## config.mk

```make
export PLATFORM = sky130hd
export DESIGN_NAME = cdiv_top
export DESIGN_NICKNAME = d
export VERILOG_FILES = /design/src/rtl/cdiv_pkg.sv /design/src/rtl/cdiv_exp_sel.sv /design/src/rtl/cdiv_low_cnt.sv /design/src/rtl/cdiv_top.sv
export SDC_FILE = /design/constraint.sdc
export NUM_CORES = 1
export LEC_CHECK = 0
export ABC_AREA = 1
export BUFFER_PORTS_ARGS = -buffer_cell sky130_fd_sc_hd__buf_2
export CAP_MARGIN = 20
export CORE_UTILIZATION = 58
export CTS_CLUSTER_SIZE = 25
export DETAILED_ROUTE_END_ITERATION = 7
export PLACE_DENSITY = 0.87
export REMOVE_ABC_BUFFERS = 1
export SLEW_MARGIN = 20
export SYNTH_ARGS = -nofsm -noshare
export SYNTH_HDL_FRONTEND = slang
export SYNTH_SLANG_ARGS = --single-unit
```

## constraint.sdc

```tcl
create_clock -name clk_ref -period 4.3 [get_ports clk_ref]
set_input_delay 1.075 -clock clk_ref [delete_from_list [all_inputs] [get_ports clk_ref]]
set_output_delay 1.075 -clock clk_ref [all_outputs]
set_load 0.02 [all_outputs]
```

## src/rtl/cdiv_pkg.sv

```systemverilog
package cdiv_pkg;

    typedef enum logic [1:0] {
        ST_IDLE = 2'd0,
        ST_HIGH = 2'd1,
        ST_LOW  = 2'd2
    } cdiv_state_e;

    function automatic int cdiv_max(input int a, input int b);
        return (a > b) ? a : b;
    endfunction

endpackage

```

## src/rtl/cdiv_exp_sel.sv

```systemverilog
// Clamps both exponent fields and turns the selected one into the
// period exponent measured in reference cycles.
module cdiv_exp_sel #(
    parameter int EXP_W  = 3,
    parameter int HI_MAX = 4,
    parameter int LO_MAX = 5,
    parameter int PE_W   = 3
) (
    input  logic [EXP_W-1:0] hi_exp,
    input  logic [EXP_W-1:0] lo_exp,
    input  logic             mode_lo,
    output logic [PE_W-1:0]  per_exp
);

    logic [EXP_W-1:0] sat [2];

    genvar g;
    generate
        for (g = 0; g < 2; g++) begin : g_sat
            localparam int CAP = (g == 0) ? HI_MAX : LO_MAX;
            logic [EXP_W-1:0] raw;
            assign raw    = (g == 0) ? hi_exp : lo_exp;
            assign sat[g] = (raw > EXP_W'(CAP)) ? EXP_W'(CAP) : raw;
        end
    endgenerate

    // high mode: base/2^h  -> 2^(h+1) reference cycles
    // low mode : base/2^(l+1) -> 2^(l+2) reference cycles
    always_comb begin
        if (mode_lo) begin
            per_exp = PE_W'(sat[1]) + PE_W'(2);
        end else begin
            per_exp = PE_W'(sat[0]) + PE_W'(1);
        end
    end

endmodule

```

## src/rtl/cdiv_low_cnt.sv

```systemverilog
// Low-phase down counter: loaded with (period - 2) on the falling edge,
// counts to zero through the low phase.
module cdiv_low_cnt #(
    parameter int CNT_W = 7,
    parameter int PE_W  = 3
) (
    input  logic            clk,
    input  logic            rst,
    input  logic            load,
    input  logic            step,
    input  logic [PE_W-1:0] per_exp,
    output logic            at_zero
);

    logic [CNT_W-1:0] cnt_q;
    logic [PE_W-1:0]  shamt;
    logic [CNT_W-1:0] reload;

    assign shamt   = PE_W'(CNT_W) - per_exp;
    assign reload  = ({CNT_W{1'b1}} >> shamt) - CNT_W'(1);
    assign at_zero = (cnt_q == '0);

    always_ff @(posedge clk or posedge rst) begin
        if (rst) begin
            cnt_q <= '0;
        end else if (load) begin
            cnt_q <= reload;
        end else if (step && !at_zero) begin
            cnt_q <= cnt_q - CNT_W'(1);
        end
    end

endmodule

```

## src/rtl/cdiv_top.sv

```systemverilog
module cdiv_top #(
    parameter int EXP_W  = 3,
    parameter int HI_MAX = 4,
    parameter int LO_MAX = 5
) (
    input  logic             clk_ref,
    input  logic             rst_hard,
    input  logic [EXP_W-1:0] hi_exp,
    input  logic [EXP_W-1:0] lo_exp,
    input  logic             mode_lo,
    output logic             div_clk,
    output logic             div_en
);
    import cdiv_pkg::*;

    localparam int PER_EXP_MAX = cdiv_max(HI_MAX + 1, LO_MAX + 2);
    localparam int PE_W        = $clog2(PER_EXP_MAX + 1);
    localparam int CNT_W       = PER_EXP_MAX;
    localparam int PER_MAX     = 1 << PER_EXP_MAX;

    cdiv_state_e     st_q;
    cdiv_state_e     st_nxt;
    logic [PE_W-1:0] per_exp;
    logic            cnt_zero;
    logic            div_clk_q;
    logic            div_en_q;

    cdiv_exp_sel #(
        .EXP_W  (EXP_W),
        .HI_MAX (HI_MAX),
        .LO_MAX (LO_MAX),
        .PE_W   (PE_W)
    ) u_sel (
        .hi_exp  (hi_exp),
        .lo_exp  (lo_exp),
        .mode_lo (mode_lo),
        .per_exp (per_exp)
    );

    cdiv_low_cnt #(
        .CNT_W (CNT_W),
        .PE_W  (PE_W)
    ) u_cnt (
        .clk     (clk_ref),
        .rst     (rst_hard),
        .load    (st_q == ST_HIGH),
        .step    (st_q == ST_LOW),
        .per_exp (per_exp),
        .at_zero (cnt_zero)
    );

    // state register
    always_ff @(posedge clk_ref or posedge rst_hard) begin
        if (rst_hard) begin
            st_q <= ST_IDLE;
        end else begin
            st_q <= st_nxt;
        end
    end

    // transitions T_START, T_FALL, T_HOLD, T_RISE
    always_comb begin
        st_nxt = st_q;
        unique case (st_q)
            ST_IDLE: st_nxt = ST_HIGH;
            ST_HIGH: st_nxt = ST_LOW;
            ST_LOW:  st_nxt = cnt_zero ? ST_HIGH : ST_LOW;
            default: st_nxt = ST_IDLE;
        endcase
    end

    // registered outputs
    always_ff @(posedge clk_ref or posedge rst_hard) begin
        if (rst_hard) begin
            div_clk_q <= 1'b0;
            div_en_q  <= 1'b0;
        end else begin
            div_clk_q <= (st_nxt == ST_HIGH);
            div_en_q  <= (st_nxt == ST_HIGH);
        end
    end

    assign div_clk = div_clk_q;
    assign div_en  = div_en_q;

endmodule

```

==> results_dict.tcl <==
set metrics [dict create \
    insertion_delay_ns 0.28 \
    status "completed" \
    synth.top_cell.area_share 0.327 \
    min_period_ns 2.86 \
    power_density_nw_per_um2 782 \
    cpMostUsedCell "nand2_1" \
    fp.dieW_um 38.3 \
    wire_per_inst_um 12.3 \
    synth-seq-cells 10 \
    critPathKind "input pin to register" \
    syn_to_final_growth_pct 12.6 \
    yosysWarnings 0 \
    slowest_stage "ha_1" \
    path_cells "buf_2, inv_2, o21a_1, ha_1, inv_1, nand2_1, nand2_1, nand2_1, o22ai_4, ha_1, nand3_1, nor2_1, nand4_1, nand3_1, nand2_1" \
    fmax_ghz 0.349 \
    h-tree-depth 1 \
    slew_headroom 0.746 \
    worst-slew-pin-transition_ns 0.380 \
    synth_commonest_cells "nand2_1 (37), nand3_1 (13), inv_1 (12), dfrtp_1 (10), nor2_1 (6)" \
    antenna_left 0 \
    core_area_um2 1170 \
    ir_worst_vdd_mv 0.380 \
    required_ns 4.47 \
    synth-edff-count 0 \
    dp_slack_ns 1.22 \
    hp-class "register to register" \
    dieArea_um2 1470 \
    crit_path_end_kind "register" \
    numCtsBuffers 3 \
    yosys.area.top_type "dfrtp_1" \
    async_flop_share 1.00 \
    n_antenna_cell 0 \
    cap_viol_max_count 0 \
    num_vias 747 \
    grt_antenna_before_repair 0 \
    place_congestion 0.898 \
    cp.arrival_ns 3.03 \
    report.final.hold_viol_count 0 \
    drt_iter0_drc 32 \
    path_max_fanout 6 \
    postCtsHoldBufs 0 \
    syn-instance-count 110 \
    grt_max_degree 11 \
    port_buffers 10 \
    num_io_pins 11 \
    ys_seq_area_frac 0.327 \
    clk_pin_slew_ns 0.07 \
    dieHeight_um 38.3 \
    track_usage 0.293 \
    synth_area_leaders "dfrtp_1 (33%), nand2_1 (18%), nand3_1 (8.5%)" \
    grt_remaining_overflow 0 \
    fin_ws_ns 1.44 \
    place_hpwl_um 1250 \
    rsz0062_at_grt "no" \
    cts_setup_buffers 0 \
    start_util 0.654 \
    multi_input_comb_area_um2 448 \
    grt_pass1_vias 681 \
    layout.nets 135 \
    critPathTopFamily "simple AND/OR/NAND/NOR gates" \
    grt_pass1_wl_um 2830 \
    max_stage_delay_ns 0.29 \
    dr.pass1.iters 5 \
    clockRootBuffer "clkbuf_4" \
    leakagePower_nw 0.467 \
    path_buf_inv 3 \
    finalSetupTns_ns 0 \
    ctsResizeCount 0 \
    synthesis.area_um2 766 \
    drc 0 \
    final_max_slew_viol_count 0 \
    num_rows 12 \
    syn_avg_cell_area_um2 6.96 \
    yosys.cell_count.top_type "nand2_1" \
    synth_ff_type "dfrtp_1" \
    cts_tree "done" \
    num-fill-cells 107 \
    period_share 0.666 \
    drive_gt1_frac 0.220 \
    critPathLaunchType "input pin" \
    clockBufferDepth 2 \
    final-setup-viol-count 0 \
    wirelength_um 1690 \
    yosysUniqueCellTypes 26 \
    clock_skew_ns 0.00651 \
    seqCellArea_um2 250 \
    viasPerCell 5.45 \
    cts.sinks 10 \
]
==> stage by stage <==
step | util | cells | instance area, µm² | total power [mW] | hold WS [ns]
detailed placement | 0.705 | 133 | 826 | 0.582 | 0.483
floorplan | - | 109 | 758 | 0.496 | 0.442
finish | 0.736 | 137 | 862 | 0.674 | 0.499
global route | 0.736 | 137 | 862 | 0.731 | 0.523
CTS | 0.736 | 137 | 862 | 0.675 | 0.502
global placement | 0.705 | 133 | 826 | 0.569 | 0.461
==> state kept, by name, indices dropped and copies added (netlist names) <==
name / count
div_en: 1
st_q: 2
u_cnt.cnt_q: 7
==> worst paths after layout <==
kind | startpoint | endpoint | slack (ns) | depth (start not counted)
setup / recovery | hi_exp[2] | u_cnt.cnt_q[6]$_DFFE_PP0P_ | 1.44 | 15
max in group asynchronous | rst_hard | st_q[1]$_DFF_PP0_ | 3.27 | 2
min in group asynchronous | rst_hard | u_cnt.cnt_q[0]$_DFFE_PP0P_ | 0.76 | 2
setup reg to reg | st_q[1]$_DFF_PP0_ | u_cnt.cnt_q[6]$_DFFE_PP0P_ | 2.39 | 9
hold / removal | st_q[0]$_DFF_PP0_ | st_q[0]$_DFF_PP0_ | 0.50 | 1
hold reg to reg | st_q[0]$_DFF_PP0_ | st_q[0]$_DFF_PP0_ | 0.50 | 1
==> metal layers <==
metal	part of all wire	global-route usage
met1	0.44	0.360
met2	0.49	0.508
met3	0.044	0.0349
met4	0.024	0.129
met5	0	0
==> cells by family after synthesis <==
group           Yosys count  share of synthesized area
xor+xnor                  1                     0.0114
fa+ha+maj                 2                     0.0327
flops                    10                      0.327
simple gates             69                      0.436
compound gates           11                      0.105
buf+inv                  17                     0.0882
==> layout by cell type, fill, tap and decap left out, types with 2 or more instances in the layout <==
cell type  Yosys  final
inv_1         12     12
ha_1           2      2
buf_2          0     10
clkbuf_4       0      3
nand4_1        3      3
o21ai_1        3      3
nand3_1       13     13
a21oi_1        2      2
dfrtp_1       10     10
inv_2          4      4
nand2_1       37     37
nor2_2         2      2
nor2_1         6      6
nor2_4         2      2
==> area by class of cell <==
type                            instances  area share
Tap cell                               14      0.0203
Multi-Input combinational cell         83       0.520
Timing Repair Buffer                   10      0.0581
Sequential cell                        10       0.290
Clock buffer                            4      0.0421
Inverter                               16      0.0697
==> where the power goes <==
group	internal, mW	total (mW)	leakage [nW]	switching, mW
Clock	0.0515	0.0886	0.0210	0.0371
Combinational	0.143	0.399	0.323	0.256
Sequential	0.142	0.187	0.123	0.0448
Total	0.336	0.674	0.467	0.338
(Power assumes the default switching activity.)
